[src/rtl/audio_tone_pkg.sv]
package audio_tone_pkg;
  localparam int FREQ_W = 5;
  localparam int CTRL_W = 4;
  localparam int VOL_W  = 4;
  localparam int DC_W   = 7;

  typedef enum logic [2:0] {SRC_ONE, SRC_P4, SRC_P5, SRC_P9, SRC_TGL} src_e;

  function automatic src_e src_of(input logic [CTRL_W-1:0] c);
    case (c)
      4'd1, 4'd2, 4'd3: return SRC_P4;
      4'd8:             return SRC_P9;
      4'd9:             return SRC_P5;
      4'd0, 4'd11:      return SRC_ONE;
      default:          return SRC_TGL;
    endcase
  endfunction

  function automatic logic [DC_W-1:0] div_len(input logic [CTRL_W-1:0] c);
    case (c)
      4'd4, 4'd5, 4'd7:    return 7'd2;
      4'd12, 4'd13, 4'd15: return 7'd6;
      4'd6, 4'd10:         return 7'd31;
      4'd14:               return 7'd93;
      4'd2:                return 7'd15;
      default:             return 7'd1;
    endcase
  endfunction
endpackage

[src/rtl/tone_prescaler.sv]
module tone_prescaler #(
  parameter int W = 5
) (
  input  logic         clk_i,
  input  logic         rst_ni,
  input  logic         tick_i,
  input  logic         freq_we_i,
  input  logic [W-1:0] freq_i,
  output logic         step_o
);
  logic [W-1:0] pend_q, div_q, cnt_q;
  logic         tc;

  assign tc     = (cnt_q == div_q);
  assign step_o = tick_i & tc;

  always_ff @(posedge clk_i or negedge rst_ni) begin
    if (!rst_ni) begin
      pend_q <= '0;
      div_q  <= '0;
      cnt_q  <= '0;
    end else begin
      if (freq_we_i) pend_q <= freq_i;
      if (tick_i) begin
        if (tc) begin
          cnt_q <= '0;
          div_q <= pend_q;  // reload only at terminal count
        end else begin
          cnt_q <= cnt_q + 1'b1;
        end
      end
    end
  end

  a_r2_cnt_bound: assert property (@(posedge clk_i) disable iff (!rst_ni)
    cnt_q <= div_q);
  a_r10_reload_at_tc: assert property (@(posedge clk_i) disable iff (!rst_ni)
    !(tick_i && tc) |=> $stable(div_q));
  a_r2_restart: assert property (@(posedge clk_i) disable iff (!rst_ni)
    step_o |=> cnt_q == '0);
endmodule

[src/rtl/tone_lfsr.sv]
module tone_lfsr #(
  parameter int W   = 4,
  parameter int TAP = 2
) (
  input  logic         clk_i,
  input  logic         rst_ni,
  input  logic         adv_i,
  output logic         bit_o
);
  logic [W-1:0] s_q;

  always_ff @(posedge clk_i or negedge rst_ni) begin
    if (!rst_ni)    s_q <= '1;
    else if (adv_i) s_q <= {s_q[W-2:0], s_q[W-1] ^ s_q[TAP]};
  end

  assign bit_o = s_q[W-1];

  a_r5_never_zero: assert property (@(posedge clk_i) disable iff (!rst_ni)
    s_q != '0);
  a_r11_hold: assert property (@(posedge clk_i) disable iff (!rst_ni)
    !adv_i |=> $stable(s_q));
endmodule

[src/rtl/tone_wave_src.sv]
module tone_wave_src
  import audio_tone_pkg::*;
(
  input  logic              clk_i,
  input  logic              rst_ni,
  input  logic              step_i,
  input  logic              clr_i,
  input  logic [CTRL_W-1:0] ctrl_i,
  output logic              wave_o
);
  logic [DC_W-1:0] dc_q, n;
  logic            t_q, wrap, dc_cnt, div_mode, gated_mode;
  logic            p4_adv, p5_adv, p9_adv, p4_bit, p5_bit, p9_bit;
  src_e            src;

  assign src        = src_of(ctrl_i);
  assign n          = div_len(ctrl_i);
  assign wrap       = (dc_q >= n - 7'd1);
  assign gated_mode = (ctrl_i == 4'd7) || (ctrl_i == 4'd15);
  assign div_mode   = (src == SRC_TGL && !gated_mode) || (ctrl_i == 4'd2);
  assign dc_cnt     = step_i & (div_mode | (gated_mode & p5_bit));

  assign p4_adv = step_i & ((ctrl_i == 4'd1)
                          | ((ctrl_i == 4'd2) & wrap)
                          | ((ctrl_i == 4'd3) & p5_bit));
  assign p5_adv = step_i & ((ctrl_i == 4'd3) | (ctrl_i == 4'd9) | gated_mode);
  assign p9_adv = step_i & (ctrl_i == 4'd8);

  tone_lfsr #(.W(4), .TAP(2)) u_p4 (.clk_i, .rst_ni, .adv_i(p4_adv), .bit_o(p4_bit));
  tone_lfsr #(.W(5), .TAP(2)) u_p5 (.clk_i, .rst_ni, .adv_i(p5_adv), .bit_o(p5_bit));
  tone_lfsr #(.W(9), .TAP(4)) u_p9 (.clk_i, .rst_ni, .adv_i(p9_adv), .bit_o(p9_bit));

  always_ff @(posedge clk_i or negedge rst_ni) begin
    if (!rst_ni) begin
      dc_q <= '0;
      t_q  <= 1'b0;
    end else if (clr_i) begin
      dc_q <= '0;
      t_q  <= 1'b0;
    end else if (dc_cnt) begin
      if (wrap) begin
        dc_q <= '0;
        t_q  <= ~t_q;
      end else begin
        dc_q <= dc_q + 7'd1;
      end
    end
  end

  always_comb begin
    case (src)
      SRC_P4:  wave_o = p4_bit;
      SRC_P5:  wave_o = p5_bit;
      SRC_P9:  wave_o = p9_bit;
      SRC_TGL: wave_o = t_q;
      default: wave_o = 1'b1;
    endcase
  end

  a_r6_dc_bound: assert property (@(posedge clk_i) disable iff (!rst_ni)
    dc_q < 7'd93);
  a_r6_clear: assert property (@(posedge clk_i) disable iff (!rst_ni)
    clr_i |=> (dc_q == '0 && !t_q));
  a_r9_gate: assert property (@(posedge clk_i) disable iff (!rst_ni)
    (gated_mode && !p5_bit && !clr_i) |=> $stable(dc_q));
endmodule

[src/rtl/audio_tone_gen.sv]
module audio_tone_gen
  import audio_tone_pkg::*;
(
  input  logic              clk_i,
  input  logic              rst_ni,
  input  logic              tick_i,
  input  logic              freq_we_i,
  input  logic [FREQ_W-1:0] freq_i,
  input  logic              ctrl_we_i,
  input  logic [CTRL_W-1:0] ctrl_i,
  input  logic              vol_we_i,
  input  logic [VOL_W-1:0]  vol_i,
  output logic [VOL_W-1:0]  amp_o
);
  logic [CTRL_W-1:0] ctrl_q;
  logic [VOL_W-1:0]  vol_q;
  logic              step, wave;

  always_ff @(posedge clk_i or negedge rst_ni) begin
    if (!rst_ni) begin
      ctrl_q <= '0;
      vol_q  <= '0;
    end else begin
      if (ctrl_we_i) ctrl_q <= ctrl_i;
      if (vol_we_i)  vol_q  <= vol_i;
    end
  end

  tone_prescaler #(.W(FREQ_W)) u_pre (
    .clk_i, .rst_ni, .tick_i, .freq_we_i, .freq_i, .step_o(step)
  );

  tone_wave_src u_src (
    .clk_i, .rst_ni, .step_i(step), .clr_i(ctrl_we_i), .ctrl_i(ctrl_q), .wave_o(wave)
  );

  assign amp_o = wave ? vol_q : '0;

  a_r4_const: assert property (@(posedge clk_i) disable iff (!rst_ni)
    (ctrl_q == 4'd0 || ctrl_q == 4'd11) |-> amp_o == vol_q);
  a_r3_gated: assert property (@(posedge clk_i) disable iff (!rst_ni)
    amp_o == '0 || amp_o == vol_q);
endmodule

[config.mk]
export PLATFORM = sky130hd
export DESIGN_NAME = audio_tone_gen
export DESIGN_NICKNAME = d
export VERILOG_FILES = /design/src/rtl/audio_tone_pkg.sv /design/src/rtl/tone_prescaler.sv /design/src/rtl/tone_lfsr.sv /design/src/rtl/tone_wave_src.sv /design/src/rtl/audio_tone_gen.sv
export SDC_FILE = /design/constraint.sdc
export NUM_CORES = 1
export LEC_CHECK = 0
export BUFFER_PORTS_ARGS = -buffer_cell sky130_fd_sc_hd__buf_2
export CORE_UTILIZATION = 59
export CTS_BUF_LIST = sky130_fd_sc_hd__clkbuf_16
export CTS_CLUSTER_DIAMETER = 80
export CTS_CLUSTER_SIZE = 30
export DETAILED_ROUTE_END_ITERATION = 7
export GPL_TIMING_DRIVEN = 0
export PLACE_DENSITY = 0.77
export SLEW_MARGIN = 20
export SYNTH_ARGS = -nofsm -noshare
export SYNTH_HDL_FRONTEND = slang
export SYNTH_SLANG_ARGS = --single-unit
[constraint.sdc]
create_clock -name clk_i -period 3.95 [get_ports clk_i]
set_input_delay 0.1975 -clock clk_i [delete_from_list [all_inputs] [get_ports clk_i]]
set_output_delay 0.1975 -clock clk_i [all_outputs]
set_load 0.02 [all_outputs]
### Yosys cells after proc, flatten, opt, wreduce, memory -nomap -nowiden

Memories as Yosys holds them, arrays and structs flattened.
Index checks and enable logic that the tools add are counted.

* add/subtract/negate cells: 3
* order comparisons: 1
* equality and inequality tests: 13
* mux-type cells: 10
* bitwise logic cells: 17
* reductions and logical operators: 11

Operators by type and width (count)
* two-way mux 7 bit: 3
* == test 4 bit, second input constant: 4
* one-hot mux 3 bit (4 select lines): 1
* AND 1 bit: 8
* == test 4 x 2 -> 1 bit, second input constant: 2
* adder 7 x 1 -> 7 bit, second input constant: 1
* >= comparator 7 bit: 1
* subtractor 7 x 1 -> 7 bit, second input constant: 1
* == test 3 x 2 -> 1 bit, second input constant: 2
* adder 5 x 1 -> 5 bit, second input constant: 1
* == test 5 bit: 1
* two-way mux 5 bit: 1
* bitwise OR 1 bit: 5
* == test 4 x 1 -> 1 bit, second input constant: 1
* == test 4 x 3 -> 1 bit, second input constant: 1
* zero test 4 bit: 1
* two-way mux 4 bit: 1
* one-hot mux 1 bit (4 select lines): 1
* AND reduction 2 bit: 2
* nonzero test 2 bit: 2
* == test 3 x 1 -> 1 bit, second input constant: 1
* == test 3 bit, second input constant: 1
* two-way mux 1 bit: 3
* OR reduction 3 bit: 1
* other kinds (6): 9

* flip-flop bits (word level): 49
* ROM bits: 96
* input port bits: 19
* output and inout bits: 4
* logic and storage cells: 66
* memories kept: 1

Memories
* (name not given): words 16, bits a word 6, rd ports 1, clocked after Yosys merged registers in 0, wr ports 0, RTL line audio_tone_pkg.sv:20 `case (c)`

### Longest topological paths before layout

Gate-level depths: netlist of run 1.

* word-level depth: 10
* gate-level depth with buffers: 13
* depth with buffers taken out: 12

### By module

A second synthesis of run 1 with hierarchy kept.

* cells, all modules: 221
* area total of the unflattened synthesis: 2541.2 µm²

By module, submodules not included
* tone_wave_src: instances 1, cells an instance 105, area each 807.0 µm², sequential area each 200.2 µm²
* tone_prescaler: instances 1, cells an instance 53, area each 683.2 µm², sequential area each 375.4 µm²
* tone_lfsr (u_src.u_p9): instances 1, cells an instance 21, area each 385.4 µm², sequential area each 236.5 µm²
* audio_tone_gen: instances 1, cells an instance 20, area each 315.3 µm², sequential area each 200.2 µm²
* tone_lfsr (u_src.u_p5): instances 1, cells an instance 12, area each 193.9 µm², sequential area each 131.4 µm²
* tone_lfsr (u_src.u_p4): instances 1, cells an instance 10, area each 156.4 µm², sequential area each 105.1 µm²

### Worst setup path after synthesis of run 1

OpenSTA, ideal clock, no wires.

* kind: flip-flop to flip-flop
* from: register ctrl_q[1]
* to: register u_src.u_p4.s_q[0]
* setup time: 82 ps
* arrival time: 2794 ps
* required time: 3868 ps
* setup slack: 1074 ps
* cell stages (with the launch flop): 13
* buffers on the path: 1
* clock period less this slack: 2876 ps
* cells stage by stage: dfrtp_1 -> nor2b_1 -> clkbuf_2 -> nand3_1 -> o21ai_0 -> ha_1 -> and3_1 -> a31oi_1 -> ha_1 -> nand4_1 -> o31ai_4 -> o2111a_1 -> mux2_2

* longest elaborated chain between the ends: 7
* elaborated cells between the ends (all ways): 11
* those cells by class: add/sub (1); order compare (1); eq/ne (3); bitwise (5); memory (1)

RTL lines
* from (decl): RTL line audio_tone_gen.sv:15 `logic [CTRL_W-1:0] ctrl_q;`
* from (signal assigned): RTL line audio_tone_gen.sv:24 `if (ctrl_we_i) ctrl_q <= ctrl_i;`
* memory (16 x 6 bit)
* subtractor 7 x 1 -> 7 bit: RTL line tone_wave_src.sv:18 `assign wrap = (dc_q >= n - 7'd1);`
* >= comparator 7 bit: RTL line tone_wave_src.sv:18
* AND 1 bit: RTL line tone_wave_src.sv:24 `| ((ctrl_i == 4'd2) & wrap)`
* bitwise OR 1 bit: RTL line tone_wave_src.sv:24
* bitwise OR 1 bit *: RTL line tone_wave_src.sv:25 `| ((ctrl_i == 4'd3) & p5_bit));`
* AND 1 bit *: RTL line tone_wave_src.sv:23 `assign p4_adv = step_i & ((ctrl_i == 4'd1)`
* to (signal assigned): RTL line tone_lfsr.sv:14 `else if (adv_i) s_q <= {s_q[W-2:0], s_q[W-1] ^ s_q[TAP]};`
* to (decl): RTL line tone_lfsr.sv:10 `logic [W-1:0] s_q;`

Every way passes the cells marked *; elsewhere a longest branch is shown, timed or not.
A chain may end at the register's enable or synchronous reset.

### Worst setup path after layout of run 1

* from: register ctrl_q[1]
* to: register u_src.u_p4.s_q[2]

Same word-level chain as after synthesis.

==> results of run 1 <==
[layer usage]
metal,global-route usage,vias up,share of wire
li1,-,817,-
met1,0.270,800,0.46
met3,0.0574,9,0.027
met4,0.0957,0,0.019
met5,0,-,0
met2,0.359,25,0.50
[metrics by stage]
step	utilization	worst slack, ns	hold WS [ns]
after floorplan	-	1.07	-0.0981
after global placement	0.661	0.735	0.406
after detailed placement	0.661	0.686	0.424
after CTS	0.707	0.657	0.125
after global routing	0.710	0.366	0.137
final	0.710	0.654	0.136
[flip-flops by register name, indices dropped and copies added (netlist names)]
register,cells
u_pre.cnt_q,5
u_src.u_p4.s_q,4
u_src.u_p5.s_q,5
u_src.dc_q,7
u_src.t_q,1
ctrl_q,4
u_pre.pend_q,5
vol_q,4
u_src.u_p9.s_q,9
u_pre.div_q,5
[layout make-up]
type	count	share of cell area
inverters	5	0.00651
flip-flops and latches	49	0.433
plain buffers	5	0.00825
multi-input cells	152	0.425
clock buffers	6	0.0521
repair buffers	22	0.0408
well taps	50	0.0217
clock inverters	2	0.0122
[how the worst min path moves through the flow]
stage                                 end  slack [ns]  depth (start not counted)
after detailed placement        ctrl_q[0]        0.42                          3
after CTS                       ctrl_q[0]        0.12                          3
after floorplan                 ctrl_q[0]        -0.1                          0
after global routing      u_pre.pend_q[2]        0.14                          2
final                           ctrl_q[0]        0.14                          3
after global placement          ctrl_q[3]        0.41                          3
[worst min-delay path, stage by stage]
cell and delay (ns):
buf_2 0.09, nand2_1 0.04, o21ai_0 0.06
[Yosys cell counts, types with 2 or more instances]
library cell / n / share of area
dfstp_2: 18 / 0.19
or2_2: 3 / 0.0075
and3_1: 3 / 0.0075
nand4_1: 3 / 0.0075
a21oi_1: 7 / 0.014
inv_1: 5 / 0.0075
nor3_1: 7 / 0.014
xnor2_1: 5 / 0.017
mux2_2: 34 / 0.15
nand3_1: 4 / 0.0080
o21ai_0: 8 / 0.016
nand2_1: 13 / 0.019
nor2b_1: 8 / 0.020
nand2b_1: 5 / 0.012
nor2_1: 8 / 0.012
xor2_1: 5 / 0.017
clkbuf_1: 3 / 0.0045
o2bb2ai_1: 4 / 0.014
dfrtp_1: 31 / 0.31
a221o_1: 5 / 0.020
ha_1: 10 / 0.050
a211oi_1: 2 / 0.0060
[kinds of logic after synthesis]
| group | count (synthesis) | synth area share |
|---|---|---|
| compound gates | 34 | 0.102 |
| xor+xnor | 10 | 0.0348 |
| fa+ha+maj | 10 | 0.0497 |
| buf+inv | 10 | 0.0169 |
| flops | 49 | 0.496 |
| mux | 36 | 0.161 |
| other cells | 1 | 0.00149 |
| simple gates | 61 | 0.138 |
[repair_timing]
action                                  CTS  global route
buffers inserted                          0             0
endpoints found under the setup margin    0             0
endpoints found under the hold margin     0            31
hold buffers                              0             1
[power breakdown]
part | total (W) | switching (W) | internal, W
combinational | 0.000308 | 0.000158 | 0.000149
clock | 0.000511 | 0.000176 | 0.000336
sequential | 0.000636 | 0.0000661 | 0.000570
==> impl_metrics.py, run 1 <==
metrics = {
    "setup_path": {
        "cp.depth": 12,
        "worstReg2RegEnd": "u_src.u_p4.s_q[2]",
        "crit_type": "register to register",
        "cp-startpoint": "ctrl_q[1]",
        "endpoint": "u_src.u_p4.s_q[2]",
        "worstReg2RegStart": "ctrl_q[1]",
        "crit_path_cell_trace": "nor2b_1 -> clkbuf_2 -> nand3_1 -> o21ai_0 -> ha_1 -> and3_1 -> a31oi_1 -> ha_1 -> nand4_1 -> o31ai_4 -> o2111a_1 -> mux2_2",
        "max_stage_delay_ns": 0.54,
        "crit_fanout": 9,
        "cp.required_ns": 4.16,
        "crit_family": "compound AO/OA/AOI/OAI gates",
        "startpoint_type": "register",
        "crit_arrival_ns": 3.51,
        "critPathMostFrequentCell": "ha_1",
        "crit_path_end_kind": "register",
        "reg2regPathDepth": 12,
        "rrSetupSlack_ns": 0.65,
        "critPathBufInv": 1,
        "slowest_stage": "o31ai_4",
    },
    "clock_network": {
        "clk_pin_slew_worst_paths_ns": 0.06,
        "clock_latency_ns": 0.28,
        "cts_num_sinks": 49,
        "cts.repair.resized": 0,
        "htree_levels": 2,
        "clockBufferDepth": 2,
        "numCtsBuffers": 5,
        "cts_tree": "built",
        "root_buffer": "clkbuf_16",
    },
    "hold_path": {
        "min_path_type": "input pin to register",
        "holdCritStartpoint": "ctrl_i[0]",
    },
    "detailed_routing": {
        "drc": 0,
        "routed_wl_microns": 4320,
        "dr.pass1.iters": 4,
        "vias_per_cell": 5.67,
        "wl_per_cell_microns": 14.8,
        "detail_route.iter0.violations": 48,
        "ant_nets": 0,
        "vias": 1651,
    },
    "global_route": {
        "grt_max_degree": 50,
        "grt_pass1_wl_microns": 7120,
        "antenna_found_initial": 0,
        "first_global_vias": 1558,
        "gr-total-overflow": 0,
        "grt_util_all_layers": 0.219,
    },
    "pwr": {
        "power_leakage_nw": 1.30,
        "ir_worst_vdd_uv": 301,
        "powerDensity_mw_per_mm2": 505,
        "p_total_w": 0.00146,
    },
    "final_layout": {
        "fill_cells": 291,
        "final_area_sq_mm": 0.00288,
        "layout.cells.non_filler": 291,
        "syn2layout_area_growth_pct": 14.5,
        "final_common_cell": "mux2_2",
        "drive_gt1_frac": 0.382,
        "layout_common_cells": "mux2_2 (34), dfrtp_1 (31), buf_2 (20)",
        "antennaDiodeCount": 0,
        "multi_input_area_sq_mm": 0.00122,
        "nets": 269,
        "regArea_sq_mm": 0.00125,
    },
    "sta": {
        "grt_setup_unrepaired": "false",
        "skew_ns": 0.00199,
        "fmax_mhz": 303,
        "finalMaxSlewViolations": 0,
        "slew_headroom": 0.598,
        "fin_crit_ns": 3.30,
        "fin_crit_sh": 0.834,
        "tightest_slew_ns": 0.603,
        "hold_viol_final": 0,
        "tns_ns": 0,
        "setup_viol_count_final": 0,
    },
    "place": {
        "io_buffers": 21,
        "dp.cells": 282,
        "dpl.hpwl_microns": 3080,
        "place_area_sq_mm": 0.00268,
        "gp_congestion": 0.774,
    },
    "floorplanning": {
        "start_util": 0.620,
        "core_sq_mm": 0.00406,
        "dieArea_sq_mm": 0.00453,
        "row_count": 23,
        "die_w_microns": 67.3,
        "ioPinCount": 23,
        "die_h_microns": 67.3,
    },
    "logic_synthesis": {
        "synth-main-ff-cell": "dfrtp_1",
        "synth-async-reset-ratio": 1.00,
        "synth_edf_count": 0,
        "syn_nets": 240,
        "netlist_area_sq_mm": 0.00252,
        "synth_seq_cells": 49,
        "synth_cells": 211,
        "synth_cell_type_count": 42,
        "avgSynthCellArea_sq_um": 11.9,
        "yosysSeqAreaShare": 0.496,
        "yosysWarnings": 0,
    },
    "status": {
        "status": "finished clean",
    },
    "job": {
        "drv_cap": 0,
    },
}
Note: power is estimated with default switching activity, not from simulation.
==> run 2: changes to the inputs <==
==> constraint.sdc (replaced) <==
create_clock -name clk_i -period 3.3 [get_ports clk_i]
set_input_delay 0.165 -clock clk_i [delete_from_list [all_inputs] [get_ports clk_i]]
set_output_delay 0.165 -clock clk_i [all_outputs]
set_load 0.02 [all_outputs]
==> run 2 against run 1 <==
Total power grew 21%. First-iteration DRC count decreased by 19%. Sequential power increased by 19%. Final area increased by 1.1%. Global-route usage unchanged. Setup slack worse by 0.47 ns. Wire length is 0.53% higher. Sequential share of layout area decreased by 0.42 points. Non-clock buffer count rose by 4. Cell count up 1.4%. Critical path type unchanged.
==> impl_metrics.py, run 2 (synthesized netlist as in run 1, its figures left out) <==
metrics = {
    "job": {
        "drv_cap": 0,
    },
    "final_layout": {
        "final_common_cell": "mux2_2",
        "drive_gt1_frac": 0.396,
        "antennaDiodeCount": 0,
        "final_util": 0.718,
        "nets": 273,
        "regMostFlops": "u_src.u_p9.s_q",
        "largestRegisters": "u_src.u_p9.s_q x9, u_src.dc_q x7",
        "syn2layout_area_growth_pct": 15.8,
        "largest_reg_flops": 9,
        "layout_common_cells": "mux2_2 (34), dfrtp_1 (30), buf_2 (20)",
    },
    "sta": {
        "fin_crit_sh": 0.943,
        "setup_viol_count_final": 0,
        "fin_crit_ns": 3.11,
        "slew_headroom": 0.600,
        "grt_setup_unrepaired": "false",
        "finalMaxSlewViolations": 0,
        "hold_viol_final": 0,
        "tightest_slew_ns": 0.601,
        "fmax_mhz": 321,
        "tns_ns": 0,
        "whs_ns": 0.102,
        "skew_ns": 0.00164,
    },
    "pwr": {
        "power_leakage_nw": 1.32,
        "ir_worst_vdd_uv": 360,
        "p_total_w": 0.00177,
        "powerDensity_mw_per_mm2": 607,
    },
    "global_route": {
        "first_global_vias": 1558,
        "antenna_found_initial": 0,
        "gr-total-overflow": 0,
        "grt_util_all_layers": 0.219,
        "grt_pass1_wl_microns": 7120,
        "grt_max_degree": 50,
    },
    "setup_path": {
        "crit_path_end_kind": "register",
        "crit_arrival_ns": 3.33,
        "critPathBufInv": 2,
        "crit_path_cell_trace": "nor2b_1 -> clkbuf_2 -> nand3_1 -> o21ai_0 -> ha_1 -> and3_1 -> a21oi_1 -> ha_1 -> a211o_1 -> a21oi_2 -> o31ai_4 -> buf_4 -> nor3b_4 -> a221o_1",
        "crit_type": "register to register",
        "cp.required_ns": 3.52,
        "critPathMostFrequentCell": "ha_1",
        "cp-startpoint": "ctrl_q[1]",
        "startpoint_type": "register",
        "slowest_stage": "dfrtp_2",
        "max_stage_delay_ns": 0.42,
        "worstReg2RegStart": "ctrl_q[1]",
        "crit_fanout": 8,
        "crit_family": "compound AO/OA/AOI/OAI gates",
    },
    "detailed_routing": {
        "wl_met3_microns": 117,
        "top_layer_used": "met4",
        "ant_nets": 0,
        "dr.pass1.iters": 4,
        "drc": 0,
        "wl_per_cell_microns": 14.7,
        "wl_met1_microns": 1980,
        "routed_wl_microns": 4340,
        "vias_per_cell": 5.63,
        "wl_met2_microns": 2170,
        "detail_route.iter0.violations": 39,
        "vias": 1662,
    },
    "floorplanning": {
        "core_sq_mm": 0.00406,
        "ioPinCount": 23,
        "die_h_microns": 67.3,
        "dieArea_sq_mm": 0.00453,
        "row_count": 23,
        "start_util": 0.620,
        "die_w_microns": 67.3,
    },
    "clock_network": {
        "root_buffer": "clkbuf_16",
        "cts_tree": "built",
        "clock_latency_ns": 0.28,
        "clockBufferDepth": 2,
        "cts_num_sinks": 49,
        "clk_pin_slew_worst_paths_ns": 0.06,
        "numCtsBuffers": 5,
        "htree_levels": 2,
    },
    "place": {
        "gp_congestion": 0.774,
        "dpl.hpwl_microns": 3080,
        "io_buffers": 21,
    },
    "hold_path": {
        "min_path_type": "input pin to register",
        "holdCritStartpoint": "ctrl_i[0]",
    },
    "status": {
        "status": "finished clean",
    },
}
==> run 2: cell types whose count changed in the layout (fill, tap and decap cells not counted), sizes merged <==
| cell | change |
|---|---|
| buf | +4 |
==> run 2: repair_timing <==
| item | CTS | global route |
|---|---|---|
| setup endpoints to repair | 0 | 10 |
| endpoints found under the hold margin | 0 | 31 |
| hold buffers | 0 | 1 |
| buffers inserted | 0 | 4 |
| gates resized for setup | 0 | 1 |
==> run 2: cell type report <==
cell class | instances | area, sq um
flip-flops and latches | 49 | 1250
multi-input cells | 152 | 1220
fillers | 286 | 1140
clock buffers | 6 | 150
repair buffers | 26 | 148
well taps | 50 | 62.6
clock inverters | 2 | 35.0
plain buffers | 5 | 23.8
inverters | 5 | 18.8
==> run 2: report_power, final <==
group	internal, W	switching [W]	leakage, nW	total, W
combinational	0.000201	0.000196	0.655	0.000396
clock	0.000402	0.000209	0.0920	0.000611
sequential	0.000682	0.0000777	0.569	0.000760
==> run 2: worst paths after layout <==
| kind | to | slack, ns | cells past startpoint |
|---|---|---|---|
| max | u_src.dc_q[6] | 0.19 | 14 |
| min | ctrl_q[0] | 0.10 | 3 |
| max reg2reg | u_src.dc_q[6] | 0.19 | 14 |
| min reg2reg | vol_q[0] | 0.50 | 1 |
| max in group asynchronous | ctrl_q[1] | 2.43 | 2 |
| min in group asynchronous | u_pre.cnt_q[2] | 0.42 | 2 |
==> run 2: per-stage QoR <==
step,cell area [sq um],instances,setup slack [ns]
after global routing,2910,295,0.00846
after global placement,2680,282,0.0853
final,2910,295,0.189
after floorplan,2520,211,0.424
after CTS,2870,290,0.00661
after detailed placement,2680,282,0.0363
==> run 2: worst min-delay path, delay by kind of cell <==
family	cells	cell delay, ns
AOI/OAI and AO/OA	1	0.06
and+or+nand+nor	1	0.04
buffers and inverters	1	0.09
==> run 2: metal layers <==
metal  vias to the layer above  global-route usage
met5                         -                   0
met4                         0              0.0957
met3                         9              0.0574
met2                        25               0.359
met1                       804               0.270
li1                        824                   -
==> run 3: changes to the inputs <==
==> constraint.sdc (replaced) <==
create_clock -name clk_i -period 3.4 [get_ports clk_i]
set_input_delay 0.17 -clock clk_i [delete_from_list [all_inputs] [get_ports clk_i]]
set_output_delay 0.17 -clock clk_i [all_outputs]
set_load 0.02 [all_outputs]
==> run 3 against run 2 <==
Setup slack better by 0.030 ns. Global-route usage unchanged. Cell count down 0.34%. Maximum frequency down 2.2%. Register-to-register slack better by 0.03 ns. Critical path type unchanged. First-iteration DRC count up 13%. Critical path depth unchanged. Clock skew about the same. Hold slack better by 0.0089 ns. Total power down 3.1%. Non-clock buffer count down 1.
==> impl_metrics.py, run 3 (synthesized netlist as in run 1, its figures left out) <==
metrics = {
    "status": {
        "status": "finished clean",
    },
    "sta": {
        "hold_viol_final": 0,
        "skew_ns": 0.00210,
        "slew_headroom": 0.598,
        "tns_ns": 0,
        "finalMaxSlewViolations": 0,
        "fin_crit_ns": 3.18,
        "fmax_mhz": 314,
        "setup_viol_count_final": 0,
        "setup_ws_ns": 0.219,
        "grt_setup_unrepaired": "false",
        "tightest_slew_ns": 0.604,
        "fin_crit_sh": 0.936,
    },
    "place": {
        "dpl_worst_slack_ns": 0.136,
        "gp_congestion": 0.774,
        "io_buffers": 21,
        "dpl.hpwl_microns": 3080,
        "place_area_sq_mm": 0.00268,
    },
    "global_route": {
        "grt_max_degree": 50,
        "grt_util_all_layers": 0.219,
        "gr-total-overflow": 0,
        "first_global_vias": 1558,
        "grt_pass1_wl_microns": 7120,
        "antenna_found_initial": 0,
    },
    "final_layout": {
        "drive_gt1_frac": 0.389,
        "antennaDiodeCount": 0,
        "fill_cells": 287,
        "final_common_cell": "mux2_2",
        "syn2layout_area_growth_pct": 15.4,
        "regArea_sq_mm": 0.00125,
        "regMostFlops": "u_src.u_p9.s_q",
        "multi_input_area_sq_mm": 0.00122,
        "layout_common_cells": "mux2_2 (34), dfrtp_1 (31), buf_2 (20)",
        "nets": 272,
        "final_util": 0.716,
        "largestRegisters": "u_src.u_p9.s_q x9, u_src.dc_q x7",
        "largest_reg_flops": 9,
        "final_area_sq_mm": 0.00290,
    },
    "job": {
        "drv_cap": 0,
    },
    "detailed_routing": {
        "drc": 0,
        "detail_route.iter0.violations": 44,
        "vias": 1658,
        "vias_per_cell": 5.64,
        "wl_met2_microns": 2160,
        "routed_wl_microns": 4340,
        "wl_met3_microns": 117,
        "top_layer_used": "met4",
        "dr.pass1.iters": 4,
        "wl_met1_microns": 1980,
        "ant_nets": 0,
        "wl_per_cell_microns": 14.8,
    },
    "setup_path": {
        "endpoint": "u_src.dc_q[6]",
        "rrSetupSlack_ns": 0.22,
        "crit_arrival_ns": 3.40,
        "cp-startpoint": "ctrl_q[1]",
        "reg2regPathDepth": 14,
        "startpoint_type": "register",
        "crit_path_end_kind": "register",
        "cp.required_ns": 3.62,
        "crit_fanout": 8,
        "worstReg2RegEnd": "u_src.dc_q[6]",
        "worstReg2RegStart": "ctrl_q[1]",
        "crit_type": "register to register",
    },
    "pwr": {
        "powerDensity_mw_per_mm2": 590,
        "power_leakage_nw": 1.31,
        "ir_worst_vdd_uv": 349,
        "p_total_w": 0.00171,
    },
    "floorplanning": {
        "die_h_microns": 67.3,
        "core_sq_mm": 0.00406,
        "die_w_microns": 67.3,
        "row_count": 23,
        "start_util": 0.620,
        "dieArea_sq_mm": 0.00453,
        "ioPinCount": 23,
    },
    "clock_network": {
        "cts_tree": "built",
        "cts_num_sinks": 49,
        "clock_latency_ns": 0.28,
        "clockBufferDepth": 2,
        "htree_levels": 2,
        "numCtsBuffers": 5,
        "clk_pin_slew_worst_paths_ns": 0.06,
        "root_buffer": "clkbuf_16",
    },
    "hold_path": {
        "min_path_type": "input pin to register",
    },
}
## run 3: through the flow
stage	std cells	hold slack, ns
floorplan	211	-0.126
global placement	282	0.379
detailed placement	282	0.397
CTS	290	0.0971
global route	294	0.109
finish	294	0.110
## run 3: worst min-delay path by stage
stage | to | start | slack [ns] | depth (start not counted)
floorplan | ctrl_q[0] | rst_ni | -0.13 | 0
global placement | ctrl_q[3] | ctrl_i[3] | 0.38 | 3
detailed placement | ctrl_q[0] | ctrl_i[0] | 0.40 | 3
CTS | ctrl_q[0] | ctrl_i[0] | 0.1 | 3
global route | u_pre.pend_q[2] | freq_i[2] | 0.11 | 2
finish | ctrl_q[0] | ctrl_i[0] | 0.11 | 3
## run 3: power breakdown
group	switching [W]	leakage, nW	total [W]	internal (W)
clock	0.000203	0.0920	0.000592	0.000390
combinational	0.000189	0.650	0.000382	0.000193
sequential	0.0000768	0.570	0.000739	0.000662
total	0.000468	1.31	0.00171	0.00125
## run 3: area by class of cell
| class | count | share of cell area |
|---|---|---|
| clock buffer | 6 | 0.0517 |
| inverter | 5 | 0.00646 |
| clock inverter | 2 | 0.0121 |
| timing repair buffer | 25 | 0.0483 |
| tap | 50 | 0.0215 |
| buffer | 5 | 0.00819 |
| multi-input combinational | 152 | 0.422 |
| sequential | 49 | 0.430 |
## run 3: critical path: stages, from the launching register on
cell      delay (ns)
dfrtp_1         0.45
nor2b_1         0.16
clkbuf_2        0.16
nand3_1         0.10
o21ai_0         0.09
ha_1            0.24
and3_1          0.16
a21oi_1         0.15
ha_1            0.27
a211o_1         0.32
a21oi_2         0.17
o31ai_4         0.12
buf_4           0.16
nor3b_4         0.34
a221o_1         0.21
## run 3: timing repair
action	4_1_cts	5_1_grt
setup endpoints to repair	0	4
buffers inserted	0	3
hold buffers	0	1
hold endpoints to repair	0	31
resized for setup	0	0
## run 3: per-layer routing
layer,vias up,track usage
li1,822,-
met1,804,0.270
met2,23,0.359
met3,9,0.0574
met4,0,0.0957
met5,-,0
